## config.mk

```make
export PLATFORM = sky130hd
export DESIGN_NAME = haptic_i2c_regs
export DESIGN_NICKNAME = d
export VERILOG_FILES = /design/src/rtl/hdrv_pkg.sv /design/src/rtl/hdrv_line_sync.sv /design/src/rtl/hdrv_i2c_fsm.sv /design/src/rtl/hdrv_regs.sv /design/src/rtl/haptic_i2c_regs.sv
export SDC_FILE = /design/constraint.sdc
export NUM_CORES = 1
export LEC_CHECK = 0
export BUFFER_PORTS_ARGS = -buffer_cell sky130_fd_sc_hd__clkbuf_2
export CAP_MARGIN = 20
export CORE_MARGIN = 4
export CORE_UTILIZATION = 50
export DETAILED_ROUTE_END_ITERATION = 7
export HOLD_SLACK_MARGIN = 0.02
export PLACE_DENSITY = 0.73
export SYNTH_ARGS = -nofsm -noshare
export SYNTH_HDL_FRONTEND = slang
export SYNTH_SLANG_ARGS = --single-unit
```

## constraint.sdc

```tcl
create_clock -name clk_i -period 2.7 [get_ports clk_i]
set_clock_uncertainty 0.05 [all_clocks]
set_input_delay 0.81 -clock clk_i [delete_from_list [all_inputs] [get_ports clk_i]]
set_output_delay 0.81 -clock clk_i [all_outputs]
set_load 0.02 [all_outputs]
```

## src/rtl/hdrv_pkg.sv

```systemverilog
package hdrv_pkg;
  localparam int unsigned REG_W    = 8;
  localparam int unsigned NUM_REGS = 6;
  localparam int unsigned PTR_W    = 8;
  localparam int unsigned TEMP_BIT = 3;

  typedef enum logic [3:0] {
    ST_IDLE, ST_ADDR, ST_ACK_ADDR, ST_PTR, ST_ACK_PTR,
    ST_WDATA, ST_ACK_WDATA, ST_RDATA, ST_RACK
  } bus_st_e;

  function automatic logic [REG_W-1:0] reg_default(input int unsigned idx);
    case (idx)
      0: return 8'h01;
      2: return 8'h0A;
      3: return 8'h85;
      5: return 8'h1A;
      default: return 8'h00;
    endcase
  endfunction

  // host-writable bits; flag bit of reg 0 is excluded
  function automatic logic [REG_W-1:0] reg_wmask(input int unsigned idx);
    case (idx)
      0: return 8'h17;
      1: return 8'h0F;
      2, 3: return 8'hFF;
      default: return 8'h1F;
    endcase
  endfunction
endpackage

```

## src/rtl/hdrv_line_sync.sv

```systemverilog
module hdrv_line_sync #(
  parameter int unsigned STAGES = 2
) (
  input  logic clk_i,
  input  logic rst_ni,
  input  logic scl_i,
  input  logic sda_i,
  output logic scl_o,
  output logic sda_o,
  output logic start_o,
  output logic stop_o,
  output logic rise_o,
  output logic fall_o
);
  logic [STAGES:0] scl_p, sda_p;

  always_ff @(posedge clk_i or negedge rst_ni) begin
    if (!rst_ni) begin
      scl_p <= '1;
      sda_p <= '1;
    end else begin
      scl_p <= {scl_p[STAGES-1:0], scl_i};
      sda_p <= {sda_p[STAGES-1:0], sda_i};
    end
  end

  logic scl_d, sda_d;
  assign scl_o   = scl_p[STAGES-1];
  assign sda_o   = sda_p[STAGES-1];
  assign scl_d   = scl_p[STAGES];
  assign sda_d   = sda_p[STAGES];
  assign start_o = scl_o & scl_d & sda_d & ~sda_o;
  assign stop_o  = scl_o & scl_d & ~sda_d & sda_o;
  assign rise_o  = scl_o & ~scl_d;
  assign fall_o  = ~scl_o & scl_d;
endmodule

```

## src/rtl/hdrv_i2c_fsm.sv

```systemverilog
module hdrv_i2c_fsm
  import hdrv_pkg::*;
#(
  parameter logic [6:0] DEV_ADDR = 7'b1100110
) (
  input  logic             clk_i,
  input  logic             rst_ni,
  input  logic             scl_s_i,
  input  logic             sda_s_i,
  input  logic             start_i,
  input  logic             stop_i,
  input  logic             rise_i,
  input  logic             fall_i,
  input  logic [REG_W-1:0] rd_data_i,
  output logic             sda_oe_o,
  output logic [PTR_W-1:0] ptr_o,
  output logic             wr_en_o,
  output logic [REG_W-1:0] wr_data_o
);
  bus_st_e          st_q;
  logic [2:0]       cnt_q;
  logic [REG_W-1:0] sh_q;
  logic             rw_q;
  logic [REG_W-1:0] byte_in;

  assign byte_in   = {sh_q[REG_W-2:0], sda_s_i};
  assign wr_data_o = byte_in;
  assign wr_en_o   = (st_q == ST_WDATA) && rise_i && (cnt_q == 3'd7);

  always_ff @(posedge clk_i or negedge rst_ni) begin
    if (!rst_ni) begin
      st_q     <= ST_IDLE;
      cnt_q    <= '0;
      sh_q     <= '0;
      rw_q     <= 1'b0;
      ptr_o    <= '0;
      sda_oe_o <= 1'b0;
    end else if (start_i) begin
      st_q     <= ST_ADDR;
      cnt_q    <= '0;
      sda_oe_o <= 1'b0;
    end else if (stop_i) begin
      st_q     <= ST_IDLE;
      sda_oe_o <= 1'b0;
    end else begin
      case (st_q)
        ST_ADDR, ST_PTR, ST_WDATA: if (rise_i) begin
          sh_q  <= byte_in;
          cnt_q <= cnt_q + 3'd1;
          if (cnt_q == 3'd7) begin
            case (st_q)
              ST_ADDR: begin
                rw_q <= sda_s_i;
                st_q <= (sh_q[6:0] == DEV_ADDR) ? ST_ACK_ADDR : ST_IDLE;
              end
              ST_PTR: begin
                ptr_o <= byte_in;
                st_q  <= ST_ACK_PTR;
              end
              default: st_q <= ST_ACK_WDATA;
            endcase
          end
        end
        ST_ACK_ADDR, ST_ACK_PTR, ST_ACK_WDATA: if (fall_i) begin
          if (!sda_oe_o) begin
            sda_oe_o <= 1'b1;
          end else begin
            sda_oe_o <= 1'b0;
            cnt_q    <= '0;
            case (st_q)
              ST_ACK_ADDR: if (rw_q) begin
                st_q     <= ST_RDATA;
                sh_q     <= rd_data_i;
                sda_oe_o <= ~rd_data_i[REG_W-1];
              end else begin
                st_q <= ST_PTR;
              end
              ST_ACK_PTR: st_q <= ST_WDATA;
              default:    st_q <= ST_IDLE;
            endcase
          end
        end
        ST_RDATA: if (fall_i) begin
          cnt_q <= cnt_q + 3'd1;
          sh_q  <= {sh_q[REG_W-2:0], 1'b0};
          if (cnt_q == 3'd7) begin
            sda_oe_o <= 1'b0;
            st_q     <= ST_RACK;
          end else begin
            sda_oe_o <= ~sh_q[REG_W-2];
          end
        end
        ST_RACK: if (rise_i) st_q <= ST_IDLE;
        default: ;
      endcase
    end
  end

  p_sda_move_scl_low_r9: assert property (@(posedge clk_i) disable iff (!rst_ni)
    ($rose(sda_oe_o) || $fell(sda_oe_o)) |-> !scl_s_i);

  p_start_rearms_r4: assert property (@(posedge clk_i) disable iff (!rst_ni)
    start_i |=> (st_q == ST_ADDR) && !sda_oe_o);

  p_foreign_addr_drop_r2: assert property (@(posedge clk_i) disable iff (!rst_ni)
    (st_q == ST_ADDR && rise_i && cnt_q == 3'd7 && !start_i && !stop_i
     && sh_q[6:0] != DEV_ADDR) |=> (st_q == ST_IDLE) && !sda_oe_o);
endmodule

```

## src/rtl/hdrv_regs.sv

```systemverilog
module hdrv_regs
  import hdrv_pkg::*;
(
  input  logic                           clk_i,
  input  logic                           rst_ni,
  input  logic                           wr_en_i,
  input  logic [PTR_W-1:0]               wr_addr_i,
  input  logic [REG_W-1:0]               wr_data_i,
  input  logic                           ovt_i,
  output logic [REG_W-1:0]               rd_data_o,
  output logic [NUM_REGS-1:0][REG_W-1:0] regs_o,
  output logic                           temp_o
);
  localparam int unsigned IDX_W = $clog2(NUM_REGS);

  logic [NUM_REGS-1:0][REG_W-1:0] regs_q;
  logic                           temp_q;

  for (genvar i = 0; i < NUM_REGS; i++) begin : g_reg
    always_ff @(posedge clk_i or negedge rst_ni) begin
      if (!rst_ni)
        regs_q[i] <= reg_default(i);
      else if (wr_en_i && wr_addr_i == PTR_W'(i))
        regs_q[i] <= wr_data_i & reg_wmask(i);
    end
  end

  always_ff @(posedge clk_i or negedge rst_ni) begin
    if (!rst_ni) temp_q <= 1'b0;
    else         temp_q <= temp_q | ovt_i;
  end

  logic [IDX_W-1:0] idx;
  assign idx = wr_addr_i[IDX_W-1:0];

  always_comb begin
    rd_data_o = '0;
    if (wr_addr_i < PTR_W'(NUM_REGS)) begin
      rd_data_o = regs_q[idx];
      if (idx == '0) rd_data_o[TEMP_BIT] = temp_q;
    end
  end

  assign regs_o = regs_q;
  assign temp_o = temp_q;

  p_temp_hold_r6: assert property (@(posedge clk_i) disable iff (!rst_ni)
    temp_q |=> temp_q);

  p_temp_catch_r6: assert property (@(posedge clk_i) disable iff (!rst_ni)
    ovt_i |=> temp_q);

  p_undef_write_inert_r8: assert property (@(posedge clk_i) disable iff (!rst_ni)
    (wr_en_i && wr_addr_i >= PTR_W'(NUM_REGS)) |=> $stable(regs_q));

  p_write_lands_r3: assert property (@(posedge clk_i) disable iff (!rst_ni)
    (wr_en_i && wr_addr_i == 8'd2) |=> regs_q[2] == $past(wr_data_i));
endmodule

```

## src/rtl/haptic_i2c_regs.sv

```systemverilog
module haptic_i2c_regs
  import hdrv_pkg::*;
#(
  parameter logic [6:0]  DEV_ADDR    = 7'b1100110,
  parameter int unsigned SYNC_STAGES = 2
) (
  input  logic       clk_i,
  input  logic       rst_ni,
  input  logic       scl_i,
  input  logic       sda_i,
  output logic       sda_oe_o,
  input  logic       ovt_i,
  output logic       chip_en_o,
  output logic       trig_req_o,
  output logic       vib_req_o,
  output logic       temp_flag_o,
  output logic       repeat_o,
  output logic       ext_osc_o,
  output logic [2:0] div_sel_o,
  output logic [3:0] fwd_time_o,
  output logic [3:0] coast_time_o,
  output logic [3:0] rev_time_o,
  output logic [3:0] recov_time_o,
  output logic [4:0] ldo_pulse_o,
  output logic [4:0] ldo_cont_o
);
  logic scl_s, sda_s, start, stop, rise, fall;
  logic wr_en;
  logic [PTR_W-1:0] ptr;
  logic [REG_W-1:0] wr_data, rd_data;
  logic [NUM_REGS-1:0][REG_W-1:0] regs;

  hdrv_line_sync #(.STAGES(SYNC_STAGES)) u_sync (
    .clk_i, .rst_ni, .scl_i, .sda_i,
    .scl_o(scl_s), .sda_o(sda_s), .start_o(start), .stop_o(stop),
    .rise_o(rise), .fall_o(fall)
  );

  hdrv_i2c_fsm #(.DEV_ADDR(DEV_ADDR)) u_fsm (
    .clk_i, .rst_ni, .scl_s_i(scl_s), .sda_s_i(sda_s),
    .start_i(start), .stop_i(stop), .rise_i(rise), .fall_i(fall),
    .rd_data_i(rd_data), .sda_oe_o, .ptr_o(ptr),
    .wr_en_o(wr_en), .wr_data_o(wr_data)
  );

  hdrv_regs u_regs (
    .clk_i, .rst_ni, .wr_en_i(wr_en), .wr_addr_i(ptr), .wr_data_i(wr_data),
    .ovt_i, .rd_data_o(rd_data), .regs_o(regs), .temp_o(temp_flag_o)
  );

  assign chip_en_o    = regs[0][0];
  assign trig_req_o   = regs[0][1];
  assign vib_req_o    = regs[0][2];
  assign repeat_o     = regs[0][4];
  assign ext_osc_o    = regs[1][0];
  assign div_sel_o    = regs[1][3:1];
  assign fwd_time_o   = regs[2][3:0];
  assign coast_time_o = regs[2][7:4];
  assign rev_time_o   = regs[3][3:0];
  assign recov_time_o = regs[3][7:4];
  assign ldo_pulse_o  = regs[4][4:0];
  assign ldo_cont_o   = regs[5][4:0];

  logic unused_bits;
  assign unused_bits = ^{regs[0][7:5], regs[0][3], regs[1][7:4],
                         regs[4][7:5], regs[5][7:5]};
endmodule

```

* Yosys cells after proc, flatten, opt, wreduce, memory -nomap -nowiden
Index checks and enable logic that the tools add are counted.
Word-level totals: register bits 65, logic and storage cells 130
Operators by class: add/subtract/negate cells 1, $lt $le $gt $ge 2, eq/ne operators 33, muxes and demuxes 41, bitwise gates (word level) 16, reductions and logical operators 22
Operators with widths (count):
- two-way mux 7 bit | 6
- two-way mux 4 bit | 9
- binary-select mux 8 bit (select 3 bit) | 1
- two-way mux 3 bit | 7
- one-hot mux 7 bit (3 select lines) | 1
- inequality test 4 x 3 -> 1 bit, second input constant | 5
- AND reduction 6 bit | 3
- == test 4 x 3 -> 1 bit, second input constant | 4
- == test 8 x 2 -> 1 bit, second input constant | 2
- == test 8 x 3 -> 1 bit, second input constant | 2
- two-way mux 8 bit | 2
- one-hot mux 4 bit (4 select lines) | 1
- two-way mux 1 bit | 9
- one-hot mux 3 bit (3 select lines) | 1
- AND reduction 9 bit | 1
- == test 4 x 2 -> 1 bit, second input constant | 2
- == test 8 x 1 -> 1 bit, second input constant | 1
- logical AND 1 bit | 8
- zero test 8 bit | 1
- less-than comparator 8 x 3 -> 1 bit, second input constant | 1
- inequality test 2 x 1 -> 1 bit, second input constant | 4
- inequality test 4 bit, second input constant | 2
- inverter 1 bit | 8
- one-hot mux 4 bit (2 select lines) | 1
- 21 further kinds | 33

* Depth between registers and ports, before layout
Gate-level depths: netlist of run 1.
word-level depth 12, gate-level depth with buffers 8, mapped depth without buffers 7

* Hierarchy
A second synthesis of run 1 with hierarchy kept.
Unflattened totals: cells, all modules 278, area, all modules 3468.3 µm²
By module, submodules not included:
- hdrv_regs | times used 1, cells each 135, area an instance 1828.0 µm², sequential area each 887.1 µm²
- hdrv_i2c_fsm | times used 1, cells each 133, area an instance 1447.6 µm², sequential area each 600.6 µm²
- hdrv_line_sync | times used 1, cells each 10, area an instance 192.7 µm², sequential area each 157.7 µm²

* Worst setup path before layout of run 1
Ideal clock, no wire load.
kind flip-flop to flip-flop, start reg u_fsm.ptr_o[7], end reg u_regs.regs_q, in the netlist u_regs.regs_o[28], library setup time 128 ps, data arrival time 2004 ps, data required time 2522 ps, slack 519 ps, stages on the path, launching flop included 8, buffers on the path 2, cell sequence dfrtp_1 -> or3_1 -> or3_1 -> buf_6 -> nor4_1 -> and2_1 -> buf_4 -> mux2_1
On the way: cells in the longest elaborated chain, start to end 2
RTL lines:
- start, declared | line hdrv_i2c_fsm.sv:16 | output logic [PTR_W-1:0] ptr_o,
- start signal, assigned | line hdrv_i2c_fsm.sv:57 | ptr_o <= byte_in;
- == test 8 x 2 -> 1 bit | line hdrv_regs.sv:23 | else if (wr_en_i && wr_addr_i == PTR_W'(i))
- logical AND 1 bit | line hdrv_regs.sv:23
- end signal, assigned by index | line hdrv_regs.sv:22 | regs_q[i] <= reg_default(i);
- end signal, assigned by index | line hdrv_regs.sv:24 | regs_q[i] <= wr_data_i & reg_wmask(i);
- end, declared | line hdrv_regs.sv:16 | logic [NUM_REGS-1:0][REG_W-1:0] regs_q;
Every way passes these cells. A chain may end at the register's enable or synchronous reset.

* Worst setup path after layout of run 1
start reg u_fsm.ptr_o[7], end reg u_regs.regs_q, in the netlist u_regs.regs_o[36]
On the way: cells in the longest elaborated chain, start to end 2
RTL lines (line):
- == test 8 x 3 -> 1 bit | hdrv_regs.sv:23
- logical AND 1 bit | hdrv_regs.sv:23
Every way passes these cells.

==> results.cfg, run 1 <==
[worst_setup_path]
r2r-start = u_fsm.ptr_o[7]
worst_setup_path_end_kind = register
regToRegSetupSlack_ns = 0.29
path_max_fanout = 6
worst_r2r_endpoint = u_regs.regs_o[36]
reg2reg_depth = 6
start_kind = register
worstPathArrival_ns = 2.59
required_ns = 2.89
critical_path_class = register to register

[floorplanning]
dieWidth_um = 88.4
die_area_um2 = 7810
pin_count = 41
core_um2 = 6310
initial_core_util_pct = 51.2
rows = 29
die_h_um = 88.4

[clocking]
cts_resized = 0
h-tree-depth = 3
clock_latency_ns = 0.35
cts_buffers = 9
clock_path_buffers = 2
cts_root_buf = clkbuf_8
clk_pin_slew_ns = 0.08
cts_tree = yes
clkSinkCount = 65
holdBufCountCts = 0
postCtsSetupBuffers = 0

[global_route]
grt_use_total_pct = 19.9
grt_overflow_total = 0
grt_start_max_net_pins = 66
grt_pass1_vias = 2243
antenna_found_initial = 0
grt_first_pass_wirelength_mm = 11.6

[synthesis]
syn_area_um2 = 3230
ys_warn_count = 0
yosysSeqAreaShare_pct = 50.9
synth_area_per_cell_um2 = 12.2
syn_nets = 271
synthTopCellsByArea = dfrtp_1 39%, dfstp_2 12%, mux2_2 11%
netlist_instances = 264
yosysTopAreaCell = dfrtp_1
synth_cell_type_count = 50
synth_edf_count = 0
synth_top_area_share_pct = 38.7
synth-async-reset-ratio_pct = 100
ys.flop_type = dfrtp_1
synth-seq-cells = 65

[timing]
period_share_pct = 89.1
hold_viol = 0
tightest_slew_ns = 0.570
fin_ws_ns = 0.294
min_period_ns = 2.41
rsz0062_at_grt = false
fin_setup_tns_ns = 0
report.final.slew_viol_count = 0
setup_viol = 0
slew_headroom_pct = 61.9
timing.fmax_mhz = 416

[placed_design]
port-buffer-count = 40
placed_area_um2 = 3510
preCtsSetupSlack_ns = 0.297
place.gp.congestion = 0.842
dp_hpwl_mm = 4.86

[routing]
drc = 0
drt-vias-per-instance = 5.80
vias = 2251
drt-initial-drc-count = 110
routedWlPerCell_um = 18.0
drt-pass1-iter-count = 4
drtAntennaViolNets = 0
drt_wl_total_mm = 7.00

[hold_path]
hold_end = u_sync.scl_p[1]
hp-start = u_sync.scl_p[0]
worst_hold_path_type = register to register
whs_path_depth = 0

[power_and_ir_drop]
power.leakage_nw = 1.74
cellPowerDensity_nw_per_um2 = 766
p_total_mw = 2.86
peakVddDrop_mv = 0.514

[status]
status = finished, final reports clean

[finish]
area_growth_pct = 15.5
seq_area_um2 = 1650
multi_input_area_um2 = 1480
fin_util_pct = 59.1
final_common_cell = dfrtp_1
fill_cells = 538
num_antenna_cells = 0
layout_common_cells = 50 x dfrtp_1, 40 x clkbuf_2, 33 x mux2_2
fin_nets = 313
drive_gt1_share_pct = 39.5
design_area_um2 = 3730

[job]
cap_violations = 0
[how the worst max path moves through the flow]
stage | slack [ns] | endpoint | from
floorplan | 0.52 | u_regs.regs_o[28] | u_fsm.ptr_o[7]
global placement | 0.33 | u_regs.regs_o[28] | u_fsm.ptr_o[7]
detailed placement | 0.30 | u_regs.regs_o[29] | u_fsm.ptr_o[7]
CTS | 0.29 | u_regs.regs_o[29] | u_fsm.ptr_o[7]
global route | 0.1 | u_regs.regs_o[29] | u_fsm.ptr_o[7]
finish | 0.29 | u_regs.regs_o[36] | u_fsm.ptr_o[7]
[registers in the layout, indices dropped and copies added (netlist names)]
| register | count |
|---|---|
| u_regs.regs_o | 34 |
| u_fsm.ptr_o | 8 |
| u_fsm.sh_q | 7 |
| u_fsm.st_q | 4 |
| u_fsm.cnt_q | 3 |
| u_sync.scl_p | 3 |
| u_sync.sda_p | 3 |
| u_fsm.rw_q | 1 |
| u_fsm.sda_oe_o | 1 |
| u_regs.temp_o | 1 |
[synth_stat cells, types with 3 or more instances]
| master | n |
|---|---|
| a21boi_0 | 3 |
| a21oi_1 | 9 |
| buf_2 | 4 |
| clkbuf_1 | 8 |
| dfrtp_1 | 50 |
| dfstp_2 | 15 |
| inv_1 | 4 |
| mux2_1 | 14 |
| mux2_2 | 33 |
| mux2i_1 | 14 |
| mux4_2 | 4 |
| nand2_1 | 21 |
| nand2b_1 | 5 |
| nand3_1 | 7 |
| nand4b_1 | 3 |
| nor2_1 | 12 |
| nor2b_1 | 4 |
| o21ai_0 | 4 |
| o31ai_1 | 6 |
| or3_1 | 3 |
[routing by layer]
layer	vias to the layer above	routed length, um	GRT usage [%]
met4	0	105	8.52
met2	66	3330	30.5
li1	1055	-	-
met1	1122	3150	27.7
met5	-	0	0
met3	8	408	4.10
[logic make-up (layout without fill, tap and decap cells)]
family / Yosys count / count (layout) / synth area share, %
and+or+nand+nor: 76 / 76 / 13.9
adders and majority gates: 2 / 2 / 0.774
xor gates and xnor gates: 2 / 2 / 0.542
DFF: 65 / 65 / 50.9
buffers and inverters: 20 / 67 / 3.17
AOI/OAI and AO/OA: 34 / 34 / 7.24
muxes: 65 / 65 / 23.5
[critical path, cell delays in order (launching register included)]
cell	delay [ns]
dfrtp_1	0.37
or3_1	0.37
or3_1	0.34
buf_4	0.18
nor4_4	0.21
nor3b_4	0.39
mux2_2	0.38
[power by group]
group	switching, mW	internal [mW]
clock	0.408	0.530
combinational	0.396	0.295
sequential	0.159	1.07
[final cells by class]
cell class	instances	share of cell area, %
inverter	4	0.402
sequential	65	44.1
multi-input combinational	179	39.8
clock inverter	7	2.75
tap	77	2.58
timing repair buffer	47	7.11
clock buffer	9	3.32
[through the flow]
| stage | hold WS, ns | cells |
|---|---|---|
| floorplan | 0.295 | 264 |
| global placement | 0.297 | 372 |
| detailed placement | 0.298 | 372 |
| CTS | 0.309 | 388 |
| global route | 0.313 | 388 |
| finish | 0.310 | 388 |
Power figures use the tool's default switching activity.
==> inputs of run 2 (changes only) <==
Settings changed: CORE_ASPECT_RATIO set to 1.2.
==> results.cfg, run 2 (synthesis results as in run 1) <==
[worst_setup_path]
worst_setup_path_end_kind = register
crit_top_cell = or3_1
critical_path_class = register to register
crit_end = u_regs.regs_o[25]
cp.depth = 5
worstPathArrival_ns = 2.65
reg2reg_depth = 5
cp-startpoint = u_fsm.ptr_o[7]
r2r-start = u_fsm.ptr_o[7]
regToRegSetupSlack_ns = 0.20
path_cells = or3_1 -> or3_1 -> nor4_1 -> and2_1 -> mux2_1
crit_slowest_cell = or3_1
path_buf_inv = 0
critPathTopFamily = simple AND/OR/NAND/NOR gates
worst_r2r_endpoint = u_regs.regs_o[25]
crit_path_max_incr_delay_ns = 0.45
start_kind = register
required_ns = 2.86
path_max_fanout = 8

[finish]
largest_register_ffs = 34
fin_nets = 310
multi_input_area_um2 = 1480
fin_util_pct = 60.6
seq_area_um2 = 1650
num_antenna_cells = 0
layout_common_cells = 50 x dfrtp_1, 40 x clkbuf_2, 33 x mux2_2
drive_gt1_share_pct = 39.0
area_growth_pct = 15.7
fill_cells = 493
final_common_cell = dfrtp_1

[routing]
drc = 0
drt_wl_total_mm = 6.96
drt-vias-per-instance = 5.79
routedWlPerCell_um = 17.8
vias = 2257
drt-pass1-iter-count = 5
drtAntennaViolNets = 0
drt-initial-drc-count = 171

[timing]
rsz0062_at_grt = false
min_period_ns = 2.50
tightest_slew_ns = 0.562
report.final.slew_viol_count = 0
setup_viol = 0
timing.fmax_mhz = 400
hold_viol = 0
fin_setup_tns_ns = 0
period_share_pct = 92.5
slew_headroom_pct = 62.4

[floorplanning]
rows = 31
pin_count = 41
die_h_um = 96.1
dieWidth_um = 81.4
core_um2 = 6170
initial_core_util_pct = 52.4
die_area_um2 = 7820

[placed_design]
place.gp.congestion = 0.919
dp_hpwl_mm = 4.88
port-buffer-count = 40

[clocking]
cts_resized = 0
postCtsSetupBuffers = 0
cts_root_buf = clkbuf_8
clk_pin_slew_ns = 0.07
clock_latency_ns = 0.33
h-tree-depth = 3
clkSinkCount = 65
holdBufCountCts = 0
cts_tree = yes
clock_path_buffers = 2
cts_buffers = 9

[power_and_ir_drop]
peakVddDrop_mv = 0.444
power.leakage_nw = 1.74
p_total_mw = 2.94
cellPowerDensity_nw_per_um2 = 786

[global_route]
antenna_found_initial = 0
grt_overflow_total = 0
grt_use_total_pct = 19.4
grt_first_pass_wirelength_mm = 11.3
grt_start_max_net_pins = 66
grt_pass1_vias = 2229

[job]
cap_violations = 0

[status]
status = finished, final reports clean

[hold_path]
worst_hold_path_type = register to register
[run 2: worst min-delay path by stage]
stage,to,cells past startpoint,slack [ns],start
after floorplan,u_sync.scl_p[1],0,0.30,u_sync.scl_p[0]
after global placement,u_sync.sda_p[1],0,0.30,u_sync.sda_p[0]
after detailed placement,u_sync.sda_p[1],0,0.30,u_sync.sda_p[0]
after CTS,u_sync.sda_p[1],0,0.31,u_sync.sda_p[0]
after global routing,u_sync.sda_p[1],0,0.31,u_sync.sda_p[0]
final,u_sync.sda_p[1],0,0.31,u_sync.sda_p[0]
[run 2: final cells by class]
type / count / share of cell area [%]
sequential: 65 / 44.0
inverter: 4 / 0.401
clock buffer: 10 / 3.68
multi-input combinational: 179 / 39.7
timing repair buffer: 44 / 6.49
clock inverter: 6 / 3.01
tap: 82 / 2.74
[run 2: routing by layer]
layer	global-route usage, %	vias to the layer above	part of all wire (%)
met5	0	-	0
met4	8.17	0	1.7
met3	3.75	12	6.1
met2	30.7	79	49
met1	25.9	1128	43
li1	-	1038	-
[run 2: power by group]
part / switching (mW) / internal [mW]
clock: 0.370 / 0.642
combinational: 0.387 / 0.295
sequential: 0.175 / 1.07
[run 2: worst register-to-register path: stages (launching register included)]
cell	delay (ns)
dfrtp_1	0.37
or3_1	0.37
or3_1	0.45
nor4_1	0.35
and2_1	0.41
mux2_1	0.38
[run 2: per-stage QoR]
step / worst slack (ns) / area (um^2) / hold WS, ns / std cells
5_1_grt: 0.0697 / 3740 / 0.313 / 390
3_3_place_gp: 0.309 / 3490 / 0.300 / 374
4_1_cts: 0.211 / 3740 / 0.308 / 390
2_1_floorplan: 0.519 / 3230 / 0.295 / 264
3_5_place_dp: 0.246 / 3490 / 0.298 / 374
6_report: 0.202 / 3740 / 0.306 / 390
